### src/rtl/spi3w_pkg.sv
package spi3w_pkg;
  localparam int ADDR_W  = 13;
  localparam int INSTR_W = 16;

  typedef enum logic [1:0] {PH_INSTR, PH_DATA, PH_DONE} phase_e;

  typedef struct packed {
    logic              rd;
    logic [1:0]        len;
    logic [ADDR_W-1:0] addr;
  } instr_t;

  // next register address, wrapping over the full 13-bit space
  function automatic logic [ADDR_W-1:0] addr_next(input logic [ADDR_W-1:0] a);
    return a + {{(ADDR_W-1){1'b0}}, 1'b1};
  endfunction

  // true when byte number idx (0-based) is the final one allowed by code len
  function automatic logic is_last_byte(input logic [1:0] len, input logic [1:0] idx);
    return (len != 2'b11) && (idx == len);
  endfunction
endpackage

### src/rtl/spi3w_frame.sv
module spi3w_frame
  import spi3w_pkg::*;
(
  input  logic              sclk,
  input  logic              frame_rst,
  input  logic              sdio_in,
  output phase_e            phase,
  output logic              is_read,
  output logic [1:0]        len_code,
  output logic [2:0]        bit_idx,
  output logic [ADDR_W-1:0] cur_addr,
  output logic              byte_done,
  output logic              wr_en,
  output logic [7:0]        wr_data
);
  logic [3:0]         icnt;
  logic [INSTR_W-2:0] ish;
  logic [6:0]         dsh;
  logic [1:0]         bcnt;
  instr_t             instr_w;

  assign instr_w   = instr_t'({ish, sdio_in});
  assign byte_done = (phase == PH_DATA) && (bit_idx == 3'd7);
  assign wr_en     = byte_done && !is_read;
  assign wr_data   = {dsh, sdio_in};

  always_ff @(posedge sclk or posedge frame_rst) begin
    if (frame_rst) begin
      phase    <= PH_INSTR;
      icnt     <= '0;
      ish      <= '0;
      dsh      <= '0;
      bcnt     <= '0;
      bit_idx  <= '0;
      is_read  <= 1'b0;
      len_code <= '0;
      cur_addr <= '0;
    end else begin
      case (phase)
        PH_INSTR: begin
          ish  <= {ish[INSTR_W-3:0], sdio_in};
          icnt <= icnt + 4'd1;
          if (icnt == 4'd15) begin
            is_read  <= instr_w.rd;
            len_code <= instr_w.len;
            cur_addr <= instr_w.addr;
            phase    <= PH_DATA;
            bit_idx  <= '0;
            bcnt     <= '0;
          end
        end
        PH_DATA: begin
          dsh     <= {dsh[5:0], sdio_in};
          bit_idx <= bit_idx + 3'd1;
          if (byte_done) begin
            cur_addr <= addr_next(cur_addr);
            if (is_last_byte(len_code, bcnt)) phase <= PH_DONE;
            else if (bcnt != 2'd3) bcnt <= bcnt + 2'd1;
          end
        end
        default: ;
      endcase
    end
  end
endmodule

### src/rtl/spi3w_regfile.sv
module spi3w_regfile
  import spi3w_pkg::*;
#(
  parameter int REG_DEPTH = 32
) (
  input  logic              sclk,
  input  logic              rst_n,
  input  logic              wr_en,
  input  logic [ADDR_W-1:0] addr,
  input  logic [7:0]        wr_data,
  output logic [7:0]        rd_data
);
  localparam int IDX_W = (REG_DEPTH > 1) ? $clog2(REG_DEPTH) : 1;

  logic [7:0]       regs [REG_DEPTH];
  logic             in_range;
  logic [IDX_W-1:0] idx;

  assign in_range = ({{(32-ADDR_W){1'b0}}, addr} < 32'(REG_DEPTH));
  assign idx      = addr[IDX_W-1:0];
  assign rd_data  = in_range ? regs[idx] : 8'h00;

  always_ff @(posedge sclk or negedge rst_n) begin
    if (!rst_n) begin
      for (int i = 0; i < REG_DEPTH; i++) regs[i] <= 8'h00;
    end else if (wr_en && in_range) begin
      regs[idx] <= wr_data;
    end
  end
endmodule

### src/rtl/spi3w_txshift.sv
module spi3w_txshift (
  input  logic       sclk,
  input  logic       frame_rst,
  input  logic       rd_active,
  input  logic [2:0] bit_idx,
  input  logic [7:0] rd_data,
  output logic       sdio_out,
  output logic       oe_q
);
  logic [7:0] sh;

  assign sdio_out = sh[7];

  // launches on the falling edge so data is settled before the host samples it
  always_ff @(negedge sclk or posedge frame_rst) begin
    if (frame_rst) begin
      sh   <= 8'h00;
      oe_q <= 1'b0;
    end else if (rd_active) begin
      oe_q <= 1'b1;
      sh   <= (bit_idx == 3'd0) ? rd_data : {sh[6:0], 1'b0};
    end else begin
      oe_q <= 1'b0;
    end
  end
endmodule

### src/rtl/spi3w_regslave.sv
module spi3w_regslave
  import spi3w_pkg::*;
#(
  parameter int REG_DEPTH = 32
) (
  input  logic sclk,
  input  logic rst_n,
  input  logic cs_n,
  input  logic sdio_in,
  output logic sdio_out,
  output logic sdio_oe
);
  logic              frame_rst;
  phase_e            phase;
  logic              is_read;
  logic [1:0]        len_code;
  logic [2:0]        bit_idx;
  logic [ADDR_W-1:0] cur_addr;
  logic              byte_done_w;
  logic              wr_en;
  logic [7:0]        wr_data;
  logic [7:0]        rd_data;
  logic              oe_q;
  logic              data_phase_w;
  logic              done_phase_w;
  logic              rd_active;

  assign frame_rst    = cs_n | ~rst_n;
  assign data_phase_w = (phase == PH_DATA);
  assign done_phase_w = (phase == PH_DONE);
  assign rd_active    = data_phase_w && is_read;
  assign sdio_oe      = oe_q & ~cs_n;

  spi3w_frame u_frame (
    .sclk      (sclk),
    .frame_rst (frame_rst),
    .sdio_in   (sdio_in),
    .phase     (phase),
    .is_read   (is_read),
    .len_code  (len_code),
    .bit_idx   (bit_idx),
    .cur_addr  (cur_addr),
    .byte_done (byte_done_w),
    .wr_en     (wr_en),
    .wr_data   (wr_data)
  );

  spi3w_regfile #(.REG_DEPTH(REG_DEPTH)) u_regs (
    .sclk    (sclk),
    .rst_n   (rst_n),
    .wr_en   (wr_en),
    .addr    (cur_addr),
    .wr_data (wr_data),
    .rd_data (rd_data)
  );

  spi3w_txshift u_tx (
    .sclk      (sclk),
    .frame_rst (frame_rst),
    .rd_active (rd_active),
    .bit_idx   (bit_idx),
    .rd_data   (rd_data),
    .sdio_out  (sdio_out),
    .oe_q      (oe_q)
  );
endmodule

### config.mk
export PLATFORM = sky130hd
export DESIGN_NAME = spi3w_regslave
export DESIGN_NICKNAME = d
export VERILOG_FILES = /design/src/rtl/spi3w_pkg.sv /design/src/rtl/spi3w_frame.sv /design/src/rtl/spi3w_regfile.sv /design/src/rtl/spi3w_txshift.sv /design/src/rtl/spi3w_regslave.sv
export SDC_FILE = /design/constraint.sdc
export NUM_CORES = 1
export LEC_CHECK = 0
export BUFFER_PORTS_ARGS = -buffer_cell sky130_fd_sc_hd__buf_2
export CAP_MARGIN = 15
export CORE_ASPECT_RATIO = 1.25
export CORE_UTILIZATION = 32
export CTS_BUF_LIST = sky130_fd_sc_hd__clkbuf_8
export CTS_CLUSTER_DIAMETER = 80
export DETAILED_ROUTE_END_ITERATION = 7
export SLEW_MARGIN = 20
export SYNTH_ARGS = -nofsm -noshare
export SYNTH_HDL_FRONTEND = slang
export SYNTH_HIERARCHICAL = 1
export SYNTH_SLANG_ARGS = --single-unit
### constraint.sdc
create_clock -name sclk -period 5.7 [get_ports sclk]
set_input_delay 1.425 -clock sclk [delete_from_list [all_inputs] [get_ports sclk]]
set_output_delay 1.425 -clock sclk [all_outputs]
set_load 0.05 [all_outputs]
==> metrics.log, run 1 <==
[metrics] Area growth syn-to-layout: 12.1%
[metrics] Avg Vias per Cell: 5.25
[metrics] horizontal die dimension: 195 um
[metrics] CP max FO: 18
[metrics] run status: complete, no violations
[metrics] most used flip-flop cell after synthesis: sky130_fd_sc_hd__dfrtp_1
[metrics] overall die area: 0.0472 sq mm
[metrics] CTS root buf: sky130_fd_sc_hd__clkbuf_8
[metrics] Static Leak: 7.75 nW
[metrics] clock network fraction of design power: 31.2%
[metrics] kind of start point of the critical path: register
[metrics] DRC violation count after routing: 0
[metrics] arrival time of data at the critical path endpoint: 3.29 ns
[metrics] Core Util, Final: 36.6%
[metrics] first-pass GRT wire length: 59600 um
[metrics] leading cell types by count after synthesis: sky130_fd_sc_hd__dfrtp_1, sky130_fd_sc_hd__mux2_2, sky130_fd_sc_hd__mux2i_1
[metrics] proportion of synthesized chip area in sequential cells: 53.0%
[metrics] area share of the leading cell type in the synthesized netlist: 51.5%
[metrics] CP top delay family: simple AND/OR/NAND/NOR gates
[metrics] proportion of total power due to net switching: 34.6%
[metrics] leading cell type by number of instances after synthesis: sky130_fd_sc_hd__dfrtp_1
[metrics] count of input and output buffers: 5
[metrics] first-pass iteration count of the detailed router: 5
[metrics] multi-input combinational cell area: 0.00658 sq mm
[metrics] via count of the first global-routing pass: 9777
[metrics] area of the mapped netlist: 0.0148 sq mm
[metrics] proportion of power drawn by flip-flops and latches: 43.4%
[metrics] vias after detailed routing: 9193
[metrics] maximum number of pins on one net before global-route repair: 73
[metrics] Final nets: 1139
[metrics] Inserted Clock Buffers: 50
[metrics] cell type with the largest total area after synthesis: sky130_fd_sc_hd__dfrtp_1
[metrics] count of state elements after synthesis: 314
[metrics] Max stage delay cell, worst path: sky130_fd_sc_hd__or4_1
[metrics] Core Box Area: 0.0454 sq mm
[metrics] mean area per synthesized cell: 13.2 sq um
[metrics] critical path start-end classification: reg2reg
[metrics] peak supply drop: 0.195 mV
[metrics] number of nets with antenna violations after routing: 0
[metrics] count of different cell masters after synthesis: 66
[metrics] relative contribution of combinational cells to total power: 25.4%
[metrics] P_sw: 0.00225 W
[metrics] Hold Crit Class: reg2reg
[metrics] CTS tree: yes
[metrics] CTS H-tree depth: 2
[metrics] maximum clock skew at final layout: 0.0422 ns
[metrics] CTS max path bufs: 3
[metrics] gate count after technology mapping: 1125
[metrics] total global routing overflow: 0
[metrics] Detail Placement HPWL: 25600 um
[metrics] insertion delay of the later-clocked pin in the worst-skew pair: 0.58 ns
[metrics] leading cell types by total area after synthesis: sky130_fd_sc_hd__dfrtp_1, sky130_fd_sc_hd__mux2_2, sky130_fd_sc_hd__mux2i_1
[metrics] overall routing resource usage: 16.3%
[metrics] storage element area: 0.00786 sq mm
[metrics] count of flip-flops with a built-in enable after synthesis: 0
[metrics] slew at the pin closest to its max-slew limit: 0.945 ns
[metrics] Final Setup Violations: 0
[metrics] internal power component: 0.00425 W
[metrics] number of top-level pins: 6
[metrics] Total Routed Length: 37400 um
[metrics] Overall Power: 0.00649 W
[metrics] final number of hold-violating endpoints: 0
[metrics] setup repair after global routing missed its margin: no
[metrics] share of cells above drive strength 1: 36.9%
[metrics] filler cell count: 4308
[metrics] Buf+Inv Stages, Crit Path: 0
[metrics] final max-slew violation count: 0
[metrics] pwr/cell area: 391 mW/mm^2
[metrics] count of hold buffers inserted by post-cts repair: 0
[metrics] clock-pin transition on the worst setup and hold timing paths: 0.06 ns
[metrics] routed length per placed instance: 21.4 um
[metrics] initial drt markers: 671
[metrics] number of warning messages in the yosys log: 6
[metrics] series of cell instances along the critical path: or4_1, o22ai_1, nor4_1, a21oi_1, or4b_1, a31oi_1
[metrics] starting utilization of the core area: 32.7%
[metrics] largest incremental delay on the critical path: 0.83 ns
[metrics] Setup crit end kind: register
[metrics] Async SR Flop Fraction: 100%
[metrics] antenna violations before repair: 0
[metrics] Clock Sinks: 314
[metrics] worst relative slew slack: 36.9%
[metrics] setup TNS: 0 ns
[metrics] Core Rows: 87
[metrics] gp weighted congestion: 0.899
[metrics] Die Span Y: 243 um
[metrics] max_cap viols: 0
[metrics] Net Count, Synth: 1134
[metrics] Required @ worst endpoint: 3.41 ns
## registers in the layout (all words and copies together) (netlist names)
signal	count
u_frame/phase	2
u_frame/dsh	7
u_frame/bcnt	2
u_frame/len_code	2
u_frame/ish	15
u_tx/sh	8
u_tx/oe_q	1
u_frame/icnt	4
u_frame/is_read	1
u_frame/bit_idx	3
u_regs/regs	256
u_frame/cur_addr	13
## layer usage
| metal | global-route usage, % | vias up | part of all wire [%] |
|---|---|---|---|
| met4 | 5.77 | 0 | 2.8 |
| met2 | 28.8 | 154 | 52 |
| li1 | - | 4196 | - |
| met5 | 0 | - | 0 |
| met3 | 2.14 | 57 | 3.1 |
| met1 | 20.2 | 4786 | 42 |
## placed cells by master, fill, tap and decap left out, drive strengths merged, types with 3 or more instances in the layout
cell type / instances
o21ai: 9
nor2b: 5
nand3: 10
o22ai: 70
o41ai: 3
nor4: 19
nand4b: 8
a21oi: 20
mux2: 275
and3: 3
nand2b: 3
clkinv: 8
o31ai: 8
dfrtp: 305
nand2: 57
inv: 20
nor2: 29
nand4: 7
a31oi: 9
dfrtn: 9
or4b: 11
clkbuf: 70
nand4bb: 8
buf: 37
ha: 5
a2bb2oi: 4
mux2i: 128
## per-stage QoR
| stage | hold slack [ns] | instances | instance area [sq um] | setup WS, ns |
|---|---|---|---|---|
| CTS | 0.444 | 1749 | 16600 | -0.0197 |
| floorplan | 0.411 | 1125 | 14800 | 0.350 |
| global route | 0.486 | 1750 | 16600 | 0.00771 |
| finish | 0.447 | 1751 | 16600 | 0.124 |
| detailed placement | 0.438 | 1655 | 15500 | 0.0180 |
| global placement | 0.425 | 1655 | 15500 | 0.0242 |
## worst paths after layout
path	depth (start not counted)	slack, ns	endpoint	start
worst max register to register	6	0.12	u_tx/sh[7]$_DFFE_NP0P_	u_frame/cur_addr[4]$_DFFE_PP0P_
worst min-delay path	2	0.45	u_tx/sh[0]$_DFFE_NP0P_	u_tx/sh[0]$_DFFE_NP0P_
min in group asynchronous	2	1.06	u_regs/regs[135]$_DFFE_PN0P_	rst_n
max in group asynchronous	3	1.54	u_tx/sh[2]$_DFFE_NP0P_	cs_n
worst min register to register	2	0.45	u_tx/sh[0]$_DFFE_NP0P_	u_tx/sh[0]$_DFFE_NP0P_
worst max-delay path	6	0.12	u_tx/sh[7]$_DFFE_NP0P_	u_frame/cur_addr[4]$_DFFE_PP0P_
## worst register-to-register path, cell delays in order, from the launching register on
cell and delay, ns:
sky130_fd_sc_hd__dfrtp_1 0.56, sky130_fd_sc_hd__or4_1 0.83, sky130_fd_sc_hd__o22ai_1 0.45, sky130_fd_sc_hd__nor4_1 0.09, sky130_fd_sc_hd__a21oi_1 0.17, sky130_fd_sc_hd__or4b_1 0.45
sky130_fd_sc_hd__a31oi_1 0.17
## layout make-up
| class | instances | area share (%) |
|---|---|---|
| Sequential cell | 314 | 47.3 |
| Multi-Input combinational cell | 722 | 39.6 |
| Clock buffer | 70 | 5.80 |
| Tap cell | 578 | 4.35 |
| Timing Repair Buffer | 37 | 2.03 |
| Clock inverter | 24 | 0.783 |
| Inverter | 5 | 0.120 |
| Antenna cell | 1 | 0.0151 |
## power groups by stage
stage	Sequential [W]	Combinational, W	Clock, W
global route	0.00286	0.00179	0.00220
floorplan	0.00266	0.00129	0
finish	0.00282	0.00165	0.00203
CTS	0.00282	0.00166	0.00210
detailed placement	0.00285	0.00165	0
global placement	0.00284	0.00163	0
## logic make-up after synthesis
kind of cell	Yosys count	share of synthesized area, %
AND/OR/NAND/NOR	177	8.10
adder cells (fa/ha/maj)	5	0.422
XOR/XNOR	4	0.236
multiplexers	403	29.6
flip-flops	314	53.0
AO/OA/AOI/OAI	133	5.86
buffers and inverters	89	2.77
## what timing repair did
action,in CTS,in global routing
hold endpoints to repair,0,0
setup endpoints to repair,2,6
buffers inserted,0,1
resized for setup,3,2
No activity file was read; power rests on OpenSTA's default activity.
==> run 2, diff against run 1 <==
RECOVER_POWER = 25   (was unset)
==> metrics.log, run 2 (synthesis gave the netlist of run 1 again) <==
[metrics] via count of the first global-routing pass: 9777 (unchanged)
[metrics] first-pass iteration count of the detailed router: 5 (unchanged)
[metrics] proportion of total power due to net switching: 34.6% (+0.052 points)
[metrics] top flop regs: u_regs/regs (256), u_frame/ish (15), u_frame/cur_addr (13)
[metrics] number of top-level pins: 6 (unchanged)
[metrics] Clock Sinks: 314 (unchanged)
[metrics] final-layout worst hold slack: 0.447 ns (+0.000127 ns)
[metrics] violated checks: capacitance limit, slew limit
[metrics] filler cell count: 4320 (+0.28%)
[metrics] gp weighted congestion: 0.899 (unchanged)
[metrics] overall die area: 0.0472 sq mm (unchanged)
[metrics] number of nets with antenna violations after routing: 0 (unchanged)
[metrics] CP max FO: 1 (-17)
[metrics] Detail Placement HPWL: 25600 um (unchanged)
[metrics] Static Leak: 7.72 nW (-0.37%)
[metrics] CTS root buf: sky130_fd_sc_hd__clkbuf_8
[metrics] reg-to-reg endpoint: u_tx/sh[3]$_DFFE_NP0P_
[metrics] overall routing resource usage: 16.3% (unchanged)
[metrics] number of placed instances, taps included: 1655 (unchanged)
[metrics] clock network fraction of design power: 31.3% (about the same)
[metrics] CTS tree: yes
[metrics] worst relative slew slack: -46.3% (-83 points)
[metrics] Setup crit end kind: primary output
[metrics] insertion delay of the later-clocked pin in the worst-skew pair: 0.58 ns (about the same)
[metrics] Hold Crit Class: reg2reg
[metrics] Final Setup Violations: 0 (unchanged)
[metrics] Area growth syn-to-layout: 11.9%
[metrics] peak supply drop: 0.195 mV (-0.12%)
[metrics] run status: finished, violations left
[metrics] cell depth of the worst flop-to-flop path: 7 (+1)
[metrics] CTS max path bufs: 3 (unchanged)
[metrics] count of input and output buffers: 5 (unchanged)
[metrics] initial drt markers: 688 (+2.5%)
[metrics] clock-pin transition on the worst setup and hold timing paths: 0.04 ns (-0.02 ns)
[metrics] final max-slew violation count: 185 (+185)
[metrics] CTS H-tree depth: 2 (unchanged)
[metrics] horizontal die dimension: 195 um (unchanged)
[metrics] vias after detailed routing: 9276 (+0.90%)
[metrics] final number of hold-violating endpoints: 0 (unchanged)
[metrics] flip-flop count of the largest register after layout: 256 (unchanged)
[metrics] Core Box Area: 0.0454 sq mm (unchanged)
[metrics] Core Rows: 87 (unchanged)
[metrics] Inserted Clock Buffers: 50 (unchanged)
[metrics] maximum clock skew at final layout: 0.0429 ns (+0.000664 ns)
[metrics] first-pass GRT wire length: 59600 um (unchanged)
[metrics] Biggest register: u_regs/regs
[metrics] Avg Vias per Cell: 5.30 (+0.90%)
[metrics] RR Startpoint: u_frame/cur_addr[0]$_DFFE_PP0P_
[metrics] number of cells traversed by the worst hold path: 2 (unchanged)
[metrics] internal power component: 0.00424 W (about the same)
[metrics] slew at the pin closest to its max-slew limit: 2.18 ns (+1.24 ns)
[metrics] relative contribution of combinational cells to total power: 25.3% (about the same)
[metrics] antenna violations before repair: 0 (unchanged)
[metrics] max_cap viols: 5 (+5)
[metrics] critical path start-end classification: reg2out
[metrics] Total Routed Length: 37500 um (+0.13%)
[metrics] total global routing overflow: 0 (unchanged)
[metrics] Final nets: 1139 (unchanged)
[metrics] share of cells above drive strength 1: 36.4% (-0.43 points)
[metrics] pwr/cell area: 391 mW/mm^2 (+0.21%)
[metrics] Hold Crit Start: u_tx/sh[0]$_DFFE_NP0P_
[metrics] maximum number of pins on one net before global-route repair: 73 (unchanged)
[metrics] routed length per placed instance: 21.4 um (+0.13%)
[metrics] arrival time of data at the critical path endpoint: 4.15 ns (+0.86 ns)
[metrics] kind of start point of the critical path: register
[metrics] starting utilization of the core area: 32.7% (unchanged)
[metrics] reg-to-reg slack, setup: 0.13 ns (about the same)
[metrics] leading cell type in the layout, fill and taps excluded: sky130_fd_sc_hd__dfrtp_1
[metrics] Layout Cells excl Fill: 1751 (unchanged)
[metrics] DRC violation count after routing: 0 (unchanged)
[metrics] Required @ worst endpoint: 4.28 ns (+0.87 ns)
[metrics] P_sw: 0.00225 W (+0.14%)
[metrics] setup repair after global routing missed its margin: no
[metrics] most frequent cells in the layout: sky130_fd_sc_hd__dfrtp_1, sky130_fd_sc_hd__mux2_2, sky130_fd_sc_hd__mux2i_1
[metrics] proportion of power drawn by flip-flops and latches: 43.4% (about the same)
[metrics] Die Span Y: 243 um (unchanged)
[metrics] worst hold endpoint: u_tx/sh[0]$_DFFE_NP0P_
run 2: power groups by stage:
| stage | clock, W | sequential (W) | combinational [W] |
|---|---|---|---|
| 6_report | 0.00203 | 0.00282 | 0.00164 |
| 5_1_grt | 0.00220 | 0.00286 | 0.00178 |
| 4_1_cts | 0.00210 | 0.00282 | 0.00166 |
| 3_5_place_dp | 0 | 0.00285 | 0.00165 |
| 3_3_place_gp | 0 | 0.00284 | 0.00163 |
| 2_1_floorplan | 0 | 0.00266 | 0.00129 |
run 2: timing repair:
item	4_1_cts	5_1_grt
endpoints found under the setup margin	2	6
gates resized for setup	3	2
buffers inserted	0	1
hold buffers	0	0
hold endpoints to repair	0	0
run 2: worst max-delay path by stage:
stage                                               start                endpoint
after global routing      u_frame/cur_addr[4]$_DFFE_PP0P_  u_tx/sh[7]$_DFFE_NP0P_
after global placement    u_frame/cur_addr[3]$_DFFE_PP0P_  u_tx/sh[4]$_DFFE_NP0P_
final                                 u_tx/oe_q$_DFF_NP0_                 sdio_oe
after floorplan                       u_tx/oe_q$_DFF_NP0_                 sdio_oe
after CTS                 u_frame/cur_addr[3]$_DFFE_PP0P_  u_tx/sh[2]$_DFFE_NP0P_
after detailed placement  u_frame/cur_addr[3]$_DFFE_PP0P_  u_tx/sh[4]$_DFFE_NP0P_
run 2: layout make-up:
type	instances	area (sq um)	share of cell area (%)
Antenna cell	1	2.50	0.0151
Clock buffer	70	963	5.81
Clock inverter	24	130	0.785
Inverter	5	20.0	0.121
Multi-Input combinational cell	722	6560	39.6
Sequential cell	314	7860	47.4
Tap cell	578	723	4.36
Timing Repair Buffer	37	323	1.95
run 2: metal layers:
metal  vias to the layer above  part of all wire (%)  track usage, %
met5                         -                     0               0
met4                         0                   2.8            5.77
met3                        61                   3.4            2.14
met2                       185                    52            28.8
met1                      4838                    42            20.2
li1                       4192                     -               -
run 2: stage by stage:
| step | worst slack (ns) | total power, W | util [%] | instance area, sq um | TNS (ns) |
|---|---|---|---|---|---|
| 4_1_cts | -0.0197 | 0.00657 | 36.6 | 16600 | -0.0197 |
| 6_report | 0.127 | 0.00649 | 36.5 | 16600 | 0 |
| 5_1_grt | 0.00771 | 0.00684 | 36.5 | 16600 | 0 |
| 2_1_floorplan | 0.350 | 0.00394 | - | 14800 | 0 |
| 3_3_place_gp | 0.0242 | 0.00447 | 34.1 | 15500 | 0 |
| 3_5_place_dp | 0.0180 | 0.00451 | 34.1 | 15500 | 0 |
run 2: critical path, stage by stage, from the launching register on:
cell and delay, ns:
sky130_fd_sc_hd__dfrtn_1 0.38, sky130_fd_sc_hd__nor2b_1 0.11, sky130_fd_sc_hd__buf_2 0.26
